--- src/rtl/ipi_pkg.sv ---
package ipi_pkg;
  localparam logic [7:0] OFF_STATUS = 8'h00;
  localparam logic [7:0] OFF_ENABLE = 8'h04;
  localparam logic [7:0] OFF_SET    = 8'h08;
  localparam logic [7:0] OFF_CLEAR  = 8'h0C;
  localparam logic [7:0] OFF_MBOX   = 8'h20;

  typedef enum logic [2:0] {
    SEL_NONE,
    SEL_STATUS,
    SEL_ENABLE,
    SEL_SET,
    SEL_CLEAR,
    SEL_MBOX
  } reg_sel_e;
endpackage

--- src/rtl/ipi_addr_dec.sv ---
module ipi_addr_dec
  import ipi_pkg::*;
#(
  parameter int MBOX_WORDS = 8,
  localparam int IDX_W = (MBOX_WORDS > 1) ? $clog2(MBOX_WORDS) : 1
) (
  input  logic [7:0]       off_i,
  output reg_sel_e         sel_o,
  output logic [IDX_W-1:0] idx_o
);
  localparam logic [8:0] MBOX_LO = {1'b0, OFF_MBOX};
  localparam logic [8:0] MBOX_HI = 9'(int'(OFF_MBOX) + 4 * MBOX_WORDS);

  logic [7:0] diff;
  logic       in_mbox;
  logic       dec_unused;

  assign diff    = off_i - OFF_MBOX;
  assign in_mbox = ({1'b0, off_i} >= MBOX_LO) && ({1'b0, off_i} < MBOX_HI);
  assign idx_o   = diff[IDX_W+1:2];
  assign dec_unused = ^{diff[7:IDX_W+2], diff[1:0]};

  always_comb begin
    sel_o = SEL_NONE;
    unique case ({off_i[7:2], 2'b00})
      OFF_STATUS: sel_o = SEL_STATUS;
      OFF_ENABLE: sel_o = SEL_ENABLE;
      OFF_SET:    sel_o = SEL_SET;
      OFF_CLEAR:  sel_o = SEL_CLEAR;
      default:    sel_o = in_mbox ? SEL_MBOX : SEL_NONE;
    endcase
  end
endmodule

--- src/rtl/ipi_status_ctl.sv ---
module ipi_status_ctl #(
  parameter int DATA_W = 32
) (
  input  logic              clk_i,
  input  logic              rst_ni,
  input  logic [DATA_W-1:0] en_i,
  input  logic              set_evt_i,
  input  logic [DATA_W-1:0] set_val_i,
  input  logic              clr_evt_i,
  input  logic [DATA_W-1:0] clr_val_i,
  output logic [DATA_W-1:0] status_o,
  output logic              irq_o
);
  logic [DATA_W-1:0] status_q, mid, fin;
  logic              irq_q, irq_d;

  // clear first, then set
  always_comb begin
    mid   = clr_evt_i ? (status_q & ~clr_val_i) : status_q;
    fin   = set_evt_i ? (mid | set_val_i) : mid;
    irq_d = irq_q;
    if (clr_evt_i && (mid == '0) && (en_i != '0)) irq_d = 1'b0;
    if (set_evt_i && (fin != '0) && ((fin & en_i) != '0)) irq_d = 1'b1;
  end

  always_ff @(posedge clk_i or negedge rst_ni) begin
    if (!rst_ni) begin
      status_q <= '0;
      irq_q    <= 1'b0;
    end else begin
      status_q <= fin;
      irq_q    <= irq_d;
    end
  end

  assign status_o = status_q;
  assign irq_o    = irq_q;
endmodule

--- src/rtl/ipi_mailbox.sv ---
module ipi_mailbox #(
  parameter int DATA_W     = 32,
  parameter int MBOX_WORDS = 8,
  localparam int IDX_W = (MBOX_WORDS > 1) ? $clog2(MBOX_WORDS) : 1
) (
  input  logic              clk_i,
  input  logic              rst_ni,
  input  logic              we_i,
  input  logic [IDX_W-1:0]  idx_i,
  input  logic [DATA_W-1:0] wdata_i,
  output logic [DATA_W-1:0] rdata_o
);
  logic [DATA_W-1:0] word_q [MBOX_WORDS];

  for (genvar w = 0; w < MBOX_WORDS; w++) begin : g_word
    always_ff @(posedge clk_i or negedge rst_ni) begin
      if (!rst_ni)                           word_q[w] <= '0;
      else if (we_i && (idx_i == IDX_W'(w))) word_q[w] <= wdata_i;
    end
  end

  always_comb begin
    rdata_o = '0;
    for (int w = 0; w < MBOX_WORDS; w++)
      if (idx_i == IDX_W'(w)) rdata_o = word_q[w];
  end
endmodule

--- src/rtl/ipi_core_regs.sv ---
module ipi_core_regs
  import ipi_pkg::*;
#(
  parameter int ADDR_W     = 12,
  parameter int DATA_W     = 32,
  parameter int MBOX_WORDS = 8,
  localparam int IDX_W = (MBOX_WORDS > 1) ? $clog2(MBOX_WORDS) : 1
) (
  input  logic              clk_i,
  input  logic              rst_ni,
  input  logic              req_valid_i,
  input  logic              req_write_i,
  input  logic [ADDR_W-1:0] req_addr_i,
  input  logic [DATA_W-1:0] req_wdata_i,
  output logic [DATA_W-1:0] rsp_rdata_o,
  input  logic              remote_set_valid_i,
  input  logic [DATA_W-1:0] remote_set_data_i,
  output logic              irq_o,
  output logic              wr_err_o
);
  reg_sel_e          sel;
  logic [IDX_W-1:0]  idx;
  logic              wr, rd;
  logic [DATA_W-1:0] en_q, status, mbox_rdata, set_val;
  logic              set_evt, clr_evt;
  logic              err_q;
  logic              addr_unused;

  assign addr_unused = ^req_addr_i[ADDR_W-1:8];

  ipi_addr_dec #(.MBOX_WORDS(MBOX_WORDS)) u_dec (
    .off_i (req_addr_i[7:0]),
    .sel_o (sel),
    .idx_o (idx)
  );

  assign wr = req_valid_i && req_write_i;
  assign rd = req_valid_i && !req_write_i;

  assign set_evt = (wr && sel == SEL_SET) || remote_set_valid_i;
  assign set_val = ((wr && sel == SEL_SET) ? req_wdata_i : '0)
                 | (remote_set_valid_i ? remote_set_data_i : '0);
  assign clr_evt = wr && sel == SEL_CLEAR;

  ipi_status_ctl #(.DATA_W(DATA_W)) u_stat (
    .clk_i     (clk_i),
    .rst_ni    (rst_ni),
    .en_i      (en_q),
    .set_evt_i (set_evt),
    .set_val_i (set_val),
    .clr_evt_i (clr_evt),
    .clr_val_i (req_wdata_i),
    .status_o  (status),
    .irq_o     (irq_o)
  );

  ipi_mailbox #(.DATA_W(DATA_W), .MBOX_WORDS(MBOX_WORDS)) u_mbox (
    .clk_i   (clk_i),
    .rst_ni  (rst_ni),
    .we_i    (wr && sel == SEL_MBOX),
    .idx_i   (idx),
    .wdata_i (req_wdata_i),
    .rdata_o (mbox_rdata)
  );

  always_ff @(posedge clk_i or negedge rst_ni) begin
    if (!rst_ni) begin
      en_q  <= '0;
      err_q <= 1'b0;
    end else begin
      if (wr && sel == SEL_ENABLE) en_q <= req_wdata_i;
      err_q <= wr && sel == SEL_STATUS;
    end
  end

  assign wr_err_o = err_q;

  always_comb begin
    rsp_rdata_o = '0;
    if (rd) begin
      unique case (sel)
        SEL_STATUS: rsp_rdata_o = status;
        SEL_ENABLE: rsp_rdata_o = en_q;
        SEL_MBOX:   rsp_rdata_o = mbox_rdata;
        default:    rsp_rdata_o = '0;
      endcase
    end
  end
endmodule

--- config.mk ---
export PLATFORM = sky130hd
export DESIGN_NAME = ipi_core_regs
export DESIGN_NICKNAME = d
export VERILOG_FILES = /design/src/rtl/ipi_pkg.sv /design/src/rtl/ipi_addr_dec.sv /design/src/rtl/ipi_status_ctl.sv /design/src/rtl/ipi_mailbox.sv /design/src/rtl/ipi_core_regs.sv
export SDC_FILE = /design/constraint.sdc
export NUM_CORES = 1
export LEC_CHECK = 0
export ABC_CLOCK_PERIOD_IN_PS = 2200
export BUFFER_PORTS_ARGS = -buffer_cell sky130_fd_sc_hd__buf_2
export CORE_ASPECT_RATIO = 0.5
export CORE_UTILIZATION = 31
export CTS_CLUSTER_DIAMETER = 100
export DETAILED_ROUTE_END_ITERATION = 7
export HOLD_SLACK_MARGIN = 0.15
export PLACE_DENSITY = 0.48
export REMOVE_ABC_BUFFERS = 1
export SLEW_MARGIN = 20
export SYNTH_ARGS = -nofsm -noshare
export SYNTH_HDL_FRONTEND = slang
export SYNTH_SLANG_ARGS = --single-unit
--- constraint.sdc ---
create_clock -name clk_i -period 2.2 [get_ports clk_i]
set_input_delay 0.22 -clock clk_i [delete_from_list [all_inputs] [get_ports clk_i]]
set_output_delay 0.22 -clock clk_i [all_outputs]
set_load 0.01 [all_outputs]
[Yosys cells after proc, flatten, opt, wreduce, memory -nomap -nowiden]
Index checks and enable logic that the tools add are counted.
Storage, ports and cells
  bits in registers: 322
  output and inout bits: 34
  logic and storage cells: 82
Operators by class
  bitwise logic cells: 5
  mux-type cells: 18
  eq/ne operators: 15
  $add $sub $neg: 1
  reduce and logical (&&, ||, !) cells: 29
  $lt $le $gt $ge: 2
Operators with widths (number)
  32-bit 2-to-1 mux: 13
  32-bit case mux with 3 select lines: 1
  32-bit nonzero test: 3
  32-bit AND: 2
  32-bit bitwise OR: 2
  32-bit zero test: 1
  32-bit NOT: 1
  1-bit logical AND: 20
  3-bit equality test (second input constant): 6
  3-bit by 2-bit equality test with 1-bit output (second input constant): 4
  6-bit by 2-bit equality test with 1-bit output (second input constant): 2
  3-bit case mux with 4 select lines: 1
  8-bit by 6-bit greater-or-equal comparator with 1-bit output (second input constant): 1
  8-bit by 7-bit < comparator with 1-bit output (second input constant): 1
  3-bit by 1-bit equality test with 1-bit output (second input constant): 2
  6-bit by 1-bit equality test with 1-bit output (second input constant): 1
  6-bit zero test: 1
  5-bit by 1-bit subtractor with 5-bit output (second input constant): 1
  3-bit zero test: 1
  3-bit 2-to-1 mux: 1
  1-bit 2-to-1 mux: 2
  2-bit nonzero test: 1
  1-bit zero test: 1
  1-bit logical OR: 1

[Longest topological paths before layout]
Gate-level depths: netlist of run 1.
  depth after elaboration: 14
  gate-level depth with buffers: 10
  depth with buffers taken out: 7

[Cells and area by module]
Synthesis of run 1 repeated with hierarchy kept, for this count alone.
Unflattened totals
  cells, all modules: 1244
  area, all modules: 16052.9 um^2
By module, submodules not included
  ipi_mailbox: seq. area each 6406.1 um^2, cells each 794, instances 1, area each 11717.5 um^2
  ipi_core_regs: seq. area each 825.8 um^2, cells each 239, instances 1, area each 2407.3 um^2
  ipi_status_ctl: seq. area each 825.8 um^2, cells each 201, instances 1, area each 1849.3 um^2
  ipi_addr_dec: seq. area each 0.0 um^2, cells each 10, instances 1, area each 78.8 um^2

[Worst setup path after synthesis of run 1]
OpenSTA, ideal clock, no wires.
  kind: input -> output
  start point: input port req_addr_i[4]
  end point: output port rsp_rdata_o[10]
  data required time: 1980 ps
  cell stages on the path: 5
  data arrival time: 1796 ps
  buffers on the path: 1
  path slack: 184 ps
  cell sequence: or4_4 nor3_1 clkbuf_1 a22oi_1 a21oi_1
Between the ends
  word-level cells in the longest chain between the ends: 12
  elaborated cells between the ends (all ways): 31
  classes of those cells: 1 x add/sub; 2 x order compare; 13 x eq/ne; 12 x mux; 3 x reduce/logical
Ends and longest elaborated chain
  start, declared: line ipi_core_regs.sv:13  | input logic [ADDR_W-1:0] req_addr_i,
  5-bit by 1-bit subtractor with 5-bit output: line ipi_addr_dec.sv:18  | assign diff = off_i - OFF_MBOX;
  3-bit zero test: line ipi_mailbox.sv:25  | if (idx_i == IDX_W'(w)) rdata_o = word_q[w];
  32-bit 2-to-1 mux (8 in a row): line ipi_mailbox.sv:25
  32-bit case mux with 3 select lines (*): line ipi_core_regs.sv:81  | unique case (sel)
  32-bit 2-to-1 mux (*): line ipi_core_regs.sv:80  | if (rd) begin
  end, declared: line ipi_core_regs.sv:15  | output logic [DATA_W-1:0] rsp_rdata_o,
Mark *: on every way between the ends. The rest lies on a longest branch, timed or not.

[Worst setup path after layout of run 1]
  start point: input port req_addr_i[4]
  end point: output port rsp_rdata_o[26]
Same word-level chain as after synthesis.

==> results.ini, run 1 <==
[final_layout]
layout.nets=1566
syn2layout_area_growth_pct=28.97
final_common_cell=dfrtp_1
fin_area_um2=19820
nFillCells=4614
drive_gt1_share_pct=23.87
n_antenna_cell=0
instances_no_fill=2157
final_cell_mix=dfrtp_1 (322), mux2_1 (300), buf_4 (104)

[logic_synthesis]
avgSynthCellArea_um2=12.24
synthesis.area_um2=15370
syn-instance-count=1255
yosysUniqueCellTypes=37
ys_warn_count=0
synth-seq-cells=322
yosysSeqAreaShare_pct=52.44

[route]
vias_per_cell=5.419
final_antenna_net_count=0
drt_iter0_markers=777
wirelength_um=52070
dr_total_vias=11690
post_drt_wl_per_cell_um=24.14
drc=0
drtPass1Iterations=5

[setup_path]
crit_fanout=24
slowest_delay_ns=0.25
path_class=in -> out
path_cells=buf_6, buf_4, buf_12, nor2_2, buf_4, nand2_1, o211ai_1, o211ai_1, a21oi_1, buf_2
critPathSlowestCell=nor2_2
critPathCaptureType=primary output
crit_arrival_ns=1.95
cp_num_buf_inv=5
crit_path_start_kind=primary input
critPathTopFamily=buffers and inverters
worstPathRequired_ns=1.98

[die]
initial_core_util_pct=31.55
io_pins=115
dieArea_um2=50520
rows=57
core_um2=48710
fp.dieH_um=159.4
die_x_um=316.9

[grt]
overflow=0
grt_pass1_vias=12380
antenna_found_initial=1
grt_pass1_wl_um=80050
track_usage_pct=20.91
grt_max_degree=72

[sta]
rsz0062_at_grt=true
setup_viol=0
clock-skew-final_ns=0.004665
hold_viol_final=0
fin_crit_sh_pct=98.86
clock.fmax_mhz=459.8
maxSlewViolCount=0
tns_ns=0
max-slew-margin-rel_pct=52.57
post-route-min-period_ns=2.175
tightest_slew_ns=0.7114

[placement]
gp_routability_congestion=0.9120
dpl_cell_area_um2=17870
port_buffers=108
hpwl_um=35950
dpl.cell_count=2035

[cts]
clockBufferDepth=3
htreeDepth=2
cts_tree=done
numCtsBuffers=34
clkTransAtPathRegs_ns=0.07
clock_latency_ns=0.53
cts_root_buf=clkbuf_16
numClockSinks=322

[min_path]
hp-class=in -> reg

[power]
p_leak_nw=9.363
cellPowerDensity_nw_per_um2=716.3
irDropWorstVdd_v=0.0004106

[run]
maxCapViolCount=0

[outcome]
status=complete, no violations

[metrics by stage]
step | total power [mW] | setup slack (ns) | hold WS, ns | util (%)
final | 14.20 | 0.02501 | 0.1659 | 40.68
after floorplan | 7.258 | -1.849 | -0.07559 | -
after global placement | 8.097 | -0.2780 | 0.2705 | 36.69
after CTS | 14.32 | 0.001041 | 0.1525 | 40.52
after global routing | 14.78 | -0.04092 | 0.1757 | 40.68
after detailed placement | 8.162 | -0.2554 | 0.2746 | 36.69
[worst reg2reg max path: cells and delay by family, from the launching register on]
family / cells / cell delay, ns
AND/OR/NAND/NOR: 4 / 1.14
AO/OA/AOI/OAI: 2 / 0.22
buffers and inverters: 1 / 0.11
flip-flops: 1 / 0.38
[layout make-up]
cell class | count | area, µm² | share of cell area (%)
clock buffers | 52 | 1042 | 5.259
clock inverters | 7 | 112.6 | 0.5682
inverters | 33 | 123.9 | 0.6250
multi-input cells | 778 | 6860 | 34.62
flip-flops and latches | 322 | 8058 | 40.66
well taps | 649 | 812.0 | 4.097
repair buffers | 316 | 2809 | 14.17
[registers in the layout (all words and copies together) (netlist names)]
| register | count |
|---|---|
| u_stat.status_o | 32 |
| u_mbox.word_q | 256 |
| en_q | 32 |
| wr_err_o | 1 |
| u_stat.irq_o | 1 |
[routing by layer]
layer,GRT usage (%),wire [µm]
met1,28.99,23770
met2,34.20,24820
met3,3.243,2527
met4,4.873,954
met5,0,0
[cell families after synthesis]
family          share of synthesized area (%)
simple gates                            4.462
mux                                     25.54
buf+inv                                 4.136
flops                                   52.44
compound gates                          13.43
[power breakdown]
| part | internal [mW] | total [mW] | switching (mW) |
|---|---|---|---|
| registers | 6.36 | 6.61 | 0.255 |
| clock network | 3.62 | 6.03 | 2.41 |
| logic | 0.712 | 1.55 | 0.840 |
[Yosys cell counts]
library cell | count | area (µm²)
o21ai_1 | 6 | 30.03
a22oi_1 | 54 | 405.4
a221o_1 | 32 | 320.3
o2bb2ai_1 | 1 | 8.760
nor4_2 | 1 | 12.51
nor2_1 | 41 | 153.9
a21o_1 | 12 | 90.09
mux2_2 | 20 | 225.2
nand3_1 | 8 | 40.04
and2_1 | 1 | 6.260
a31oi_1 | 32 | 200.2
nor2b_1 | 3 | 18.77
nor4_1 | 24 | 150.1
o22ai_1 | 5 | 31.28
inv_1 | 33 | 123.9
mux2i_1 | 32 | 320.3
o2111ai_1 | 1 | 8.760
nor3_1 | 6 | 30.03
nor4_4 | 1 | 21.27
o21ai_0 | 6 | 30.03
clkbuf_1 | 77 | 289.0
dfrtp_1 | 322 | 8058
nor4b_1 | 1 | 8.760
nand4_1 | 10 | 62.56
o221ai_1 | 26 | 227.7
or4_4 | 1 | 11.26
o211ai_1 | 52 | 390.4
buf_1 | 4 | 15.01
mux2_1 | 300 | 3378
buf_4 | 1 | 7.510
nand2b_1 | 2 | 12.51
and4_1 | 1 | 8.760
a21oi_1 | 64 | 320.3
nor3_4 | 1 | 16.27
buf_2 | 40 | 200.2
nand2_1 | 32 | 120.1
or3_1 | 2 | 12.51
[path summary, 6_finish.rpt]
path	cells past startpoint	to	slack, ns	startpoint
setup / recovery	10	rsp_rdata_o[26]	0.03	req_addr_i[4]
hold / removal	3	u_stat.status_o[19]	0.17	remote_set_data_i[19]
setup reg to reg	7	u_stat.irq_o	0.24	u_stat.status_o[23]
hold reg to reg	1	u_mbox.word_q[46]	0.48	u_mbox.word_q[46]
max in group asynchronous	3	u_mbox.word_q[147]	1.15	rst_ni
min in group asynchronous	2	u_mbox.word_q[54]	0.30	rst_ni
[timing repair]
action | 4_1_cts | 5_1_grt
hold buffers | 61 | 0
endpoints found under the hold margin | 253 | 0
buffers inserted | 1 | 1
cloned | 1 | 0
pin swaps | 10 | 17
gates resized for setup | 17 | 21
endpoints found under the setup margin | 32 | 23
Note: power is estimated with default switching activity, not from simulation.
==> inputs of run 2 (changes only) <==
- CORE_UTILIZATION: 31 -> 35
- PLACE_DENSITY: 0.48 -> 0.52
- RECOVER_POWER: default -> 25
==> results.ini, run 2 (synthesized netlist as in run 1, its figures left out) <==
[outcome]
status=complete, but fails checks
violations=max-capacitance violations, max-slew violations

[sta]
max-slew-margin-rel_pct=-11.22
clock-skew-final_ns=0.01948
setup_viol=0
hold_viol_final=0
tightest_slew_ns=1.668
post-route-min-period_ns=2.192
fin_ws_ns=0.007684
fin_crit_sh_pct=99.65
rsz0062_at_grt=true
clock.fmax_mhz=456.1
maxSlewViolCount=65

[cts]
clock_latency_ns=0.53
cts_tree=done
numCtsBuffers=34
htreeDepth=2
clockBufferDepth=3
numClockSinks=322
cts_root_buf=clkbuf_16
clkTransAtPathRegs_ns=0.06

[route]
dr_wl_met2_um=22920
post_drt_wl_per_cell_um=24.00
vias_per_cell=5.600
drt_iter0_markers=918
final_antenna_net_count=0
wirelength_um=49800
met1_length_um=23020
drtPass1Iterations=5
dr_total_vias=11620
drc=0
wl_met3_um=2443
highest_layer=met4

[die]
dieArea_um2=44800
die_x_um=298.3
io_pins=115
rows=53
initial_core_util_pct=36.04
core_um2=42640
fp.dieH_um=150.2

[setup_path]
critPathTopFamily=compound AO/OA/AOI/OAI gates
worstPathRequired_ns=1.98
critPathSlowestCell=o211ai_1
crit_fanout=16
path_class=in -> out
path_cells=buf_4, buf_12, nor2b_4, buf_4, a21oi_1, o211ai_1, o211ai_1, a21oi_1, buf_2
crit_arrival_ns=1.97
slowest_delay_ns=0.31
cp_num_buf_inv=4
critPathCaptureType=primary output
crit_path_start_kind=primary input

[power]
cellPowerDensity_nw_per_um2=737.8
irDropWorstVdd_v=0.0005264
p_leak_nw=9.293
design_power_total_mw=14.41

[placement]
port_buffers=108
gp_routability_congestion=0.9411
hpwl_um=34810
post-place-ws_ns=-0.2332

[grt]
overflow=0
grt_max_degree=74
track_usage_pct=22.57
grt_pass1_vias=12110
grt_pass1_wl_um=76620
antenna_found_initial=0

[final_layout]
largest_register_ffs=256
post-route-util_pct=45.80
final_common_cell=dfrtp_1
regMostFlops=u_mbox.word_q
layout.nets=1554
syn2layout_area_growth_pct=27.08
drive_gt1_share_pct=23.58
final_cell_mix=dfrtp_1 (322), mux2_1 (298), buf_2 (106)

[run]
maxCapViolCount=1

[min_path]
hp-class=in -> reg

==> run 2: cell type report <==
type	count	area [µm²]
repair buffers	304	2530
well taps	577	721.9
multi-input cells	778	6884
clock buffers	49	1008
fillers	3834	23110
clock inverters	11	198.9
flip-flops and latches	322	8058
diodes	1	2.502
inverters	33	123.9
==> run 2: per-stage QoR <==
stage               setup TNS, ns  instances  area, µm²  hold slack [ns]
global placement           -1.626       1945      17530           0.2151
CTS                             0       2070      19420           0.1554
global route              -0.3641       2074      19530           0.1627
detailed placement         -2.756       1945      17530           0.2181
finish                          0       2075      19530           0.1823
floorplan                 -448.16       1133      14850         -0.07559
==> run 2: worst reg2reg max path: cells and delay by family (launching register included) <==
| kind | cells | cell delay (ns) |
|---|---|---|
| AO/OA/AOI/OAI | 2 | 0.23 |
| buffers and inverters | 1 | 0.12 |
| flip-flops | 1 | 0.38 |
| AND/OR/NAND/NOR | 4 | 1.24 |
==> run 2: layer usage <==
layer	vias to the layer above	GRT usage, %
li1	5141	-
met1	6074	31.37
met2	319	36.12
met3	85	4.040
met4	0	6.564
met5	-	0
==> run 2: worst paths after layout <==
| kind | start | endpoint | slack [ns] | depth (start not counted) |
|---|---|---|---|---|
| min | req_wdata_i[26] | u_mbox.word_q[90] | 0.18 | 3 |
| max | req_addr_i[3] | rsp_rdata_o[30] | 0.008 | 9 |
| max reg2reg | u_stat.status_o[23] | u_stat.irq_o | 0.14 | 7 |
| max in group asynchronous | rst_ni | en_q[29] | 0.33 | 3 |
| min in group asynchronous | rst_ni | u_mbox.word_q[70] | 0.62 | 2 |
| min reg2reg | u_mbox.word_q[59] | u_mbox.word_q[59] | 0.48 | 1 |
==> run 2: where the power goes <==
part	switching, mW	internal (mW)	leakage [nW]
registers	0.250	6.36	4.22
logic	0.838	0.699	4.47
clock network	2.47	3.80	0.597
==> run 2: timing repair <==
| item | CTS | global route |
|---|---|---|
| buffers inserted | 0 | 4 |
| resized for setup | 8 | 23 |
| hold buffers | 65 | 0 |
| gates cloned | 0 | 0 |
| hold endpoints to repair | 391 | 0 |
| endpoints found under the setup margin | 19 | 25 |
| pin swaps | 7 | 20 |
